## src/rtl/spm_pkg.sv

```systemverilog
package spm_pkg;

    typedef enum logic [1:0] {
        PASS_SPP = 2'b00,
        PASS_REF = 2'b01,
        PASS_CLN = 2'b10,
        PASS_BAD = 2'b11
    } pass_e;

    localparam int NSET_W = 8;

    localparam int NB_UL = 0;
    localparam int NB_UP = 1;
    localparam int NB_UR = 2;
    localparam int NB_LF = 3;
    localparam int NB_RT = 4;
    localparam int NB_DL = 5;
    localparam int NB_DN = 6;
    localparam int NB_DR = 7;

    typedef struct packed {
        logic l;
        logic c;
        logic r;
    } trio_t;

    typedef struct packed {
        logic l;
        logic r;
    } duo_t;

    function automatic logic [NSET_W-1:0] pack_nbr(input trio_t up, input duo_t mid, input trio_t dn);
        logic [NSET_W-1:0] v;
        v        = '0;
        v[NB_UL] = up.l;
        v[NB_UP] = up.c;
        v[NB_UR] = up.r;
        v[NB_LF] = mid.l;
        v[NB_RT] = mid.r;
        v[NB_DL] = dn.l;
        v[NB_DN] = dn.c;
        v[NB_DR] = dn.r;
        return v;
    endfunction

endpackage

```

## src/rtl/spm_window.sv

```systemverilog
module spm_window #(
    parameter int ROWS = 4
) (
    input  logic [2:0]      nb_above,
    input  logic [2:0]      nb_below,
    input  logic [ROWS-1:0] nb_left,
    input  logic [ROWS-1:0] nb_right,
    output logic [ROWS+1:0] col_l,
    output logic [ROWS+1:0] col_r,
    output logic [ROWS-1:0] oc_any
);

    localparam int EXT = ROWS + 2;

    assign col_l[0]     = nb_above[0];
    assign col_r[0]     = nb_above[2];
    assign col_l[EXT-1] = nb_below[0];
    assign col_r[EXT-1] = nb_below[2];

    for (genvar k = 0; k < ROWS; k++) begin : g_side
        assign col_l[k+1] = nb_left[k];
        assign col_r[k+1] = nb_right[k];
    end

    for (genvar r = 0; r < ROWS; r++) begin : g_oc
        logic span;
        assign span = (|col_l[r+2:r]) | (|col_r[r+2:r]);
        if (r == 0) begin : g_top
            assign oc_any[r] = span | nb_above[1];
        end else begin : g_rest
            assign oc_any[r] = span;
        end
    end

endmodule

```

## src/rtl/spm_flag_chain.sv

```systemverilog
module spm_flag_chain
    import spm_pkg::*;
#(
    parameter int ROWS = 4
) (
    input  pass_e           pass,
    input  logic [ROWS-2:0] data_bits,
    input  logic [ROWS-1:0] cs_bits,
    input  logic [ROWS-1:0] sig_bits,
    input  logic [ROWS-1:0] oc_any,
    input  logic            below_sig,
    output logic [ROWS-1:0] flags,
    output logic [ROWS-2:0] sig_new
);

    logic [ROWS-1:0] spp_f;
    logic [ROWS-1:0] push;
    logic [ROWS-1:0] under;

    for (genvar r = 0; r < ROWS; r++) begin : g_row
        if (r == 0) begin : g_first
            assign push[r] = 1'b0;
        end else begin : g_next
            assign push[r] = spp_f[r-1] & data_bits[r-1];
        end
        if (r == ROWS - 1) begin : g_last
            assign under[r] = below_sig;
        end else begin : g_mid
            assign under[r] = sig_bits[r+1];
        end
        assign spp_f[r] = ~sig_bits[r] & (oc_any[r] | under[r] | push[r]);
    end

    always_comb begin
        unique case (pass)
            PASS_SPP: flags = spp_f;
            PASS_REF: flags = sig_bits & ~cs_bits;
            PASS_CLN: flags = ~cs_bits;
            default:  flags = '0;
        endcase
    end

    for (genvar r = 0; r < ROWS - 1; r++) begin : g_upd
        assign sig_new[r] = sig_bits[r] | (flags[r] & data_bits[r]);
    end

endmodule

```

## src/rtl/spm_nbr_gather.sv

```systemverilog
module spm_nbr_gather
    import spm_pkg::*;
#(
    parameter int ROWS = 4
) (
    input  logic [ROWS+1:0]        col_l,
    input  logic [ROWS+1:0]        col_r,
    input  logic                   above_c,
    input  logic                   below_c,
    input  logic [ROWS-1:1]        sig_lower,
    input  logic [ROWS-2:0]        sig_new,
    output logic [ROWS*NSET_W-1:0] sets
);

    for (genvar r = 0; r < ROWS; r++) begin : g_set
        trio_t up;
        duo_t  mid;
        trio_t dn;

        assign up.l  = col_l[r];
        assign up.r  = col_r[r];
        assign mid.l = col_l[r+1];
        assign mid.r = col_r[r+1];
        assign dn.l  = col_l[r+2];
        assign dn.r  = col_r[r+2];

        if (r == 0) begin : g_top
            assign up.c = above_c;
        end else begin : g_in
            assign up.c = sig_new[r-1];
        end

        if (r == ROWS - 1) begin : g_bot
            assign dn.c = below_c;
        end else begin : g_inner
            assign dn.c = sig_lower[r+1];
        end

        assign sets[r*NSET_W +: NSET_W] = pack_nbr(up, mid, dn);
    end

endmodule

```

## src/rtl/stripe_pass_sel.sv

```systemverilog
module stripe_pass_sel
    import spm_pkg::*;
#(
    parameter int ROWS = 4
) (
    input  logic                   clk,
    input  logic                   rst,
    input  logic                   in_valid,
    input  logic [1:0]             pass_sel,
    input  logic [ROWS-2:0]        data_bits,
    input  logic [ROWS-1:0]        cs_bits,
    input  logic [ROWS-1:0]        sig_bits,
    input  logic [2:0]             nb_above,
    input  logic [2:0]             nb_below,
    input  logic [ROWS-1:0]        nb_left,
    input  logic [ROWS-1:0]        nb_right,
    output logic                   out_valid,
    output logic [ROWS-1:0]        flags,
    output logic [ROWS-2:0]        sig_upd,
    output logic [ROWS*NSET_W-1:0] nbr_set
);

    localparam int SET_BITS = ROWS * NSET_W;

    logic [ROWS+1:0]     col_l;
    logic [ROWS+1:0]     col_r;
    logic [ROWS-1:0]     oc_any;
    logic [ROWS-1:0]     flags_d;
    logic [ROWS-2:0]     sig_new;
    logic [SET_BITS-1:0] sets_d;
    pass_e               pass;

    assign pass = pass_e'(pass_sel);

    spm_window #(.ROWS(ROWS)) u_window (
        .nb_above (nb_above),
        .nb_below (nb_below),
        .nb_left  (nb_left),
        .nb_right (nb_right),
        .col_l    (col_l),
        .col_r    (col_r),
        .oc_any   (oc_any)
    );

    spm_flag_chain #(.ROWS(ROWS)) u_chain (
        .pass      (pass),
        .data_bits (data_bits),
        .cs_bits   (cs_bits),
        .sig_bits  (sig_bits),
        .oc_any    (oc_any),
        .below_sig (nb_below[1]),
        .flags     (flags_d),
        .sig_new   (sig_new)
    );

    spm_nbr_gather #(.ROWS(ROWS)) u_gather (
        .col_l     (col_l),
        .col_r     (col_r),
        .above_c   (nb_above[1]),
        .below_c   (nb_below[1]),
        .sig_lower (sig_bits[ROWS-1:1]),
        .sig_new   (sig_new),
        .sets      (sets_d)
    );

    always_ff @(posedge clk) begin
        if (rst) begin
            out_valid <= 1'b0;
            flags     <= '0;
            sig_upd   <= '0;
            nbr_set   <= '0;
        end else begin
            out_valid <= in_valid;
            if (in_valid) begin
                flags   <= flags_d;
                sig_upd <= sig_new;
                nbr_set <= sets_d;
            end
        end
    end

endmodule

```

## config.mk

```make
export PLATFORM = sky130hd
export DESIGN_NAME = stripe_pass_sel
export DESIGN_NICKNAME = d
export VERILOG_FILES = /design/src/rtl/spm_pkg.sv /design/src/rtl/spm_window.sv /design/src/rtl/spm_flag_chain.sv /design/src/rtl/spm_nbr_gather.sv /design/src/rtl/stripe_pass_sel.sv
export SDC_FILE = /design/constraint.sdc
export NUM_CORES = 1
export LEC_CHECK = 0
export ABC_AREA = 1
export BUFFER_PORTS_ARGS = -buffer_cell sky130_fd_sc_hd__buf_2
export CAP_MARGIN = 15
export CORE_ASPECT_RATIO = 0.9
export CORE_UTILIZATION = 45
export DETAILED_ROUTE_END_ITERATION = 10
export PLACE_DENSITY = 0.77
export SYNTH_ARGS = -nofsm -noshare
export SYNTH_HDL_FRONTEND = slang
export SYNTH_HIERARCHICAL = 1
export SYNTH_SLANG_ARGS = --single-unit
```

## constraint.sdc

```tcl
create_clock -name clk -period 3.74 [get_ports clk]
set_input_delay 0.748 -clock clk [delete_from_list [all_inputs] [get_ports clk]]
set_output_delay 0.748 -clock clk [all_outputs]
set_load 0.05 [all_outputs]
```

==> results of run 1 <==
==> power by group through the flow <==
stage	sequential (mW)	clock (mW)	combinational, mW
after global routing	0.473	0.323	0.279
after detailed placement	0.480	0	0.255
after CTS	0.470	0.309	0.256
final	0.469	0.295	0.253
after floorplan	0.584	0	0.125
after global placement	0.479	0	0.253
==> worst max-delay path by stage <==
stage | start | to | slack (ns) | cells past startpoint
floorplan | nb_left[1] | nbr_set[25] | 1.77 | 18
global placement | nb_left[1] | nbr_set[25] | 1.69 | 19
global route | nb_right[1] | sig_upd[2] | 1.69 | 19
CTS | nb_left[1] | nbr_set[25] | 1.92 | 19
finish | nb_left[1] | nbr_set[25] | 1.92 | 19
detailed placement | nb_left[1] | nbr_set[25] | 1.61 | 19
==> area by class of cell <==
cell class	count	area (um2)	share of cell area, %
flip-flops and latches	40	801	34.2
multi-input cells	204	807	34.5
clock buffers	7	86.3	3.69
clock inverters	1	7.51	0.321
well taps	65	81.3	3.47
inverters	55	206	8.81
repair buffers	70	353	15.1
==> registers in the layout (all words and copies together), names as in the netlist <==
| signal | count |
|---|---|
| nbr_set | 32 |
| flags | 4 |
| sig_upd | 3 |
| out_valid | 1 |
==> critical path: cells and delay by family <==
family / cells / cell delay (ns)
simple gates: 15 / 0.96
buf+inv: 4 / 0.28
==> cells by family (layout without fill, tap and decap cells) <==
group	after synthesis	in the layout	share of synthesized area, %
AND/OR/NAND/NOR	198	198	33.9
flip-flops	40	40	35.5
AO/OA/AOI/OAI	6	6	1.83
buffers and inverters	115	133	28.7
==> layer usage <==
metal  GRT usage (%)  vias to the layer above
li1                -                     1017
met1            22.8                      748
met2            25.8                       59
met3            4.47                        6
met4            5.77                        0
met5               0                        -
==> cell usage in the layout, fill, tap and decap left out, drive strengths merged <==
| master | count |
|---|---|
| a21o | 1 |
| buf | 70 |
| clkbuf | 7 |
| clkinv | 1 |
| clkinvlp | 1 |
| dfxtp | 40 |
| inv | 54 |
| nand2 | 98 |
| nand3 | 9 |
| nor2 | 89 |
| nor3 | 1 |
| o21ai | 5 |
| or2 | 1 |
==> metrics by stage <==
| step | utilization, % | power [mW] | worst slack (ns) |
|---|---|---|---|
| final | 48.4 | 1.02 | 1.92 |
| after global routing | 48.4 | 1.08 | 1.69 |
| after CTS | 48.4 | 1.03 | 1.92 |
| after detailed placement | 46.5 | 0.735 | 1.61 |
| after global placement | 46.5 | 0.731 | 1.69 |
| after floorplan | - | 0.709 | 1.77 |
==> impl_metrics.csv, run 1 <==
group,metric,value,unit
clocking,ctsLongestPathBuffers,2,
cells_and_area,fillers,531,
placement,hpwlAfterDp,3070,um
timing,rsz0062_at_grt,"false",
worst_setup_path,path_cells,"buf_2 > inv_1 > nand2_1 > nor2_2 > nand2_1 > inv_1 > nand2_1 > nand3_1 > nand2_1 > nand3_1 > nand2_1 > nand3_1 > nand2_1 > nand2_1 > nand2_1 > inv_1 > nand2_1 > nand2_1 > nor2_1",
clocking,clk_latency,0.28,ns
grt,grt_max_degree,57,
worst_setup_path,cp_slowest_cell,"buf_2",
power,switching_share,34.1,%
power,leakage,1.42,nW
timing,tns,0,ns
synth,yosysMostFrequentCell,"nand2_1",
synth,synth_area_leader_cell,"dfxtp_1",
synth,synthCells,359,
worst_setup_path,rr_startpoint,"flags[3]",
routing,detail-route-antenna-nets,0,
hold_path,hold_path_class,"flop to flop",
routing,drt_first_pass_iters,4,
worst_setup_path,crit_path_start_kind,"input pin",
timing,whs,0.467,ns
power,peakVddDrop,0.209,mV
synth,yosys-top-cells-area,"dfxtp_1 35%, buf_4 16%, nand2_1 16%",
synth,synth_cell_types,17,
worst_setup_path,cp_common_cell,"nand2_1",
worst_setup_path,worstRegToRegCells,2,
clocking,hold_buffers,0,
timing,fin_crit,1.82,ns
hold_path,min_from,"nbr_set[29]",
synth,netlist.area_leader.share,35.5,%
cells_and_area,syn_to_final_growth,3.83,%
worst_setup_path,slowest_delay,0.13,ns
synth,synth_common_cells,"98 x nand2_1, 87 x nor2_1, 52 x inv_1",
timing,relSlewSlack,57.5,%
routing,wl_met3,250,um
floorplanning,ioPinCount,70,
placement,place_area,2250,um2
power,clkPwrFrac,29.0,%
power,powerDensity,434,nW/um2
worst_setup_path,worst-path-max-fanout,5,
power,combPwrFrac,24.9,%
clocking,cts_setup_buffers,0,
floorplanning,die_y,69.2,um
routing,routed_wl,4140,um
synth,ys.flop_type,"dfxtp_1",
cells_and_area,finalInstanceArea,2340,um2
synth,synthesis.nets,389,
clocking,cts-root-buf,"clkbuf_8",
routing,drc_errors,0,
routing,wl_per_cell,9.37,um
power,pwr-share-seq,46.1,%
floorplanning,core_area,4830,um2
clocking,numCtsBuffers,5,
floorplanning,die_w,76.6,um
synth,synth_seq_cells,40,
floorplanning,die-area,5300,um2
routing,wl_met2,1760,um
worst_setup_path,critPathCaptureType,"flop",
placement,globalplace.congestion,0.851,
cells_and_area,drive_gt1_share,22.5,%
routing,viasPerCell,4.14,
grt,grt_pass1_vias,1652,
routing,via_count,1830,
timing,hold_viol,0,
timing,worst_slew_pin_slew,0.636,ns
floorplanning,num_rows,24,
synth,synth_seq_area_share,35.5,%
hold_path,min_path_cells,2,
grt,antenna_found_initial,0,
routing,dr.first_iter.drc_count,83,
cells_and_area,instances_no_fill,442,
clocking,cts_tree,"done",
timing,setup_viol,0,
grt,overflow,0,
hold_path,whs_endpoint,"nbr_set[29]",
timing,maxSlewViolCount,0,
run,maxCapViolCount,0,
placement,dp_cells,434,
outcome,status,"completed",
clocking,cts_num_sinks,40,
synth,yosys_warnings,6,
worst_setup_path,reg2reg_to,"flags[3]",
grt,gr-usage-all-layers,16.8,%
synth,synth_area,2260,um2
cells_and_area,layout.nets,406,
clocking,cts.clk_slew.worst_paths,0.07,ns
power,p_switching,0.347,mW
grt,grt_pass1_wl,7240,um
synth,avgSynthCellArea,6.28,um2
synth,synth-edff-count,0,
routing,wl_met1,2100,um
synth,ys_async_sr_fraction,0,%
cells_and_area,num_antenna_cells,0,
routing,dr.max_layer_used,"met4",
clocking,htreeDepth,2,
worst_setup_path,r2r_slack,3.16,ns
timing,period_share,48.6,%
clocking,cts.repair.resized,0,
floorplanning,initial_core_util,46.7,%
timing,clock.fmax,550,MHz
power,p_int,0.671,mW
worst_setup_path,critical_path_class,"input pin to flop",
timing,skew,0,ns
placement,io_buffers,69,
worst_setup_path,crit_required,3.92,ns
worst_setup_path,arrival,2.00,ns
No activity file was read; power rests on OpenSTA's default activity.
==> inputs of run 2 (changes only) <==
==> constraint.sdc (replaced) <==
create_clock -name clk -period 1.8 [get_ports clk]
set_input_delay 0.36 -clock clk [delete_from_list [all_inputs] [get_ports clk]]
set_output_delay 0.36 -clock clk [all_outputs]
set_load 0.05 [all_outputs]
==> run 2 against run 1 <==
  * Global-route usage shrank 0.42 points
  * Cell area grew 2.1%
  * Worst hold slack lost 0.21 ns
  * Via count grew 0.82%
  * Sequential power grew 110%
  * Clock skew is the same
  * Highest routed layer unchanged
  * Combinational power grew 110%
  * Non-clock buffer count grew 4
==> impl_metrics.csv, run 2 (synthesized netlist as in run 1, its figures left out) <==
group,metric,value,unit
outcome,status,"completed",
floorplanning,die_w,76.6,um
worst_setup_path,crit_buf_inv,4,
timing,setup_viol,0,
grt,globalRouteMet3Util,4.61,%
clocking,cts-root-buf,"clkbuf_8",
worst_setup_path,path_cells,"buf_2 > inv_1 > nand2_1 > nor2_2 > nand2_1 > inv_1 > nand2_1 > nand3_1 > nand2_1 > nand3_1 > nand2_1 > nand3_1 > nand2_1 > nand2_1 > nand2_1 > inv_1 > nand2_1 > nand2_1 > nor2_1",
routing,via_count,1845,
worst_setup_path,critPathCaptureType,"flop",
power,peakVddDrop,0.418,mV
cells_and_area,syn_to_final_growth,5.99,%
grt,top_usage_layer,"met2",
timing,skew,0,ns
power,p_int,1.36,mW
cells_and_area,layout_common_cells,"98 x nand2_1, 87 x nor2_1, 69 x buf_2",
cells_and_area,layout.nets,410,
routing,drc_errors,0,
timing,maxSlewViolCount,0,
power,leakage,1.46,nW
power,switching_share,34.9,%
worst_setup_path,critical_path_class,"input pin to flop",
floorplanning,core_area,4830,um2
routing,routed_wl,4200,um
timing,clock.fmax,716,MHz
power,clkPwrFrac,27.7,%
cells_and_area,instances_no_fill,446,
hold_path,hold_path_class,"input pin to flop",
grt,grtUsageMet1,21.0,%
placement,dp_cells,438,
worst_setup_path,cp_slowest_cell,"buf_2",
power,p_switching,0.733,mW
routing,dr.first_iter.drc_count,71,
clocking,htreeDepth,2,
clocking,cts.repair.resized,0,
routing,drt_first_pass_iters,4,
run,maxCapViolCount,0,
cells_and_area,top_regs,"nbr_set x32, flags x4, sig_upd x3",
worst_setup_path,arrival,1.58,ns
placement,io_buffers,69,
timing,relSlewSlack,74.5,%
timing,fin_crit,1.40,ns
worst_setup_path,cp_common_cell,"nand2_1",
floorplanning,die-area,5300,um2
clocking,cts.clk_slew.worst_paths,0.08,ns
timing,period_share,77.6,%
worst_setup_path,worstRegToRegCells,2,
clocking,numCtsBuffers,5,
timing,hold_viol,0,
worst_setup_path,worst-path-max-fanout,5,
floorplanning,initial_core_util,46.7,%
worst_setup_path,cp.depth,19,
grt,gr-usage-all-layers,16.4,%
cells_and_area,layout_commonest_cell,"nand2_1",
clocking,hold_buffers,0,
cells_and_area,num_antenna_cells,0,
clocking,clk_latency,0.28,ns
grt,grt_max_degree,29,
routing,detail-route-antenna-nets,0,
clocking,cts_num_sinks,40,
cells_and_area,top_register,"nbr_set",
floorplanning,num_rows,24,
timing,worst_slew_pin_slew,0.381,ns
grt,grtUsageMet2,26.5,%
grt,grt_pass1_vias,1624,
cells_and_area,largest_reg_flops,32,
power,combPwrFrac,25.8,%
timing,rsz0062_at_grt,"false",
placement,globalplace.congestion,0.806,
power,powerDensity,877,nW/um2
power,pwr-share-seq,46.6,%
clocking,cts_tree,"done",
clocking,cts_setup_buffers,0,
worst_setup_path,crit_path_start_kind,"input pin",
worst_setup_path,slowest_delay,0.13,ns
placement,hpwlAfterDp,3250,um
worst_setup_path,critPathTopFamily,"simple AND/OR/NAND/NOR gates",
grt,overflow,0,
floorplanning,ioPinCount,70,
timing,tns,0,ns
grt,grt_pass1_wl,6930,um
routing,wl_per_cell,9.41,um
floorplanning,die_y,69.2,um
routing,viasPerCell,4.14,
cells_and_area,fillers,519,
hold_path,min_path_cells,2,
grt,antenna_found_initial,0,
cells_and_area,drive_gt1_share,23.6,%
clocking,ctsLongestPathBuffers,2,
worst_setup_path,crit_required,1.99,ns
run 2: cell count changes in the layout (fill, tap and decap cells not counted):
cell / before / now
clkinv_2: 0 / 2
clkbuf_8: 6 / 5
clkinvlp_4: 1 / 0
clkinv_4: 0 / 1
buf_4: 1 / 3
clkbuf_1: 1 / 0
buf_12: 0 / 2
run 2: power by group through the flow:
| stage | Combinational [mW] | Clock [mW] | Sequential, mW |
|---|---|---|---|
| floorplan | 0.259 | 0 | 1.21 |
| global placement | 0.539 | 0 | 0.995 |
| detailed placement | 0.544 | 0 | 0.997 |
| CTS | 0.545 | 0.608 | 0.977 |
| global route | 0.590 | 0.644 | 0.984 |
| finish | 0.540 | 0.580 | 0.976 |
run 2: area by class of cell:
class	instances	area, um2	area share [%]
Clock buffer	5	68.8	2.88
Clock inverter	3	18.8	0.785
Inverter	55	206	8.63
Multi-Input combinational cell	204	807	33.8
Sequential cell	40	801	33.5
Tap cell	65	81.3	3.40
Timing Repair Buffer	74	408	17.1
run 2: path summary, 6_finish.rpt:
path                                  start           to  slack [ns]
worst max register to register  nbr_set[30]  nbr_set[30]        1.24
worst min register to register  nbr_set[29]  nbr_set[29]        0.47
worst max-delay path             nb_left[1]   sig_upd[2]        0.40
worst min-delay path                    rst    out_valid        0.25
run 2: per-stage QoR:
| step | hold slack, ns | total power [mW] | util, % | worst slack, ns | instance area, um2 |
|---|---|---|---|---|---|
| 4_1_cts | 0.237 | 2.13 | 49.5 | 0.399 | 2390 |
| 3_5_place_dp | 0.460 | 1.54 | 47.6 | 0.0866 | 2300 |
| 6_report | 0.252 | 2.10 | 49.5 | 0.404 | 2390 |
| 5_1_grt | 0.249 | 2.22 | 49.5 | 0.204 | 2390 |
| 2_1_floorplan | 0.431 | 1.47 | - | 0.217 | 2260 |
| 3_3_place_gp | 0.452 | 1.53 | 47.6 | 0.160 | 2300 |
run 2: per-layer routing:
metal,vias up,part of all wire (%)
met4,0,1.1
met5,-,0
met3,5,7.2
met2,62,41
met1,753,50
li1,1025,-
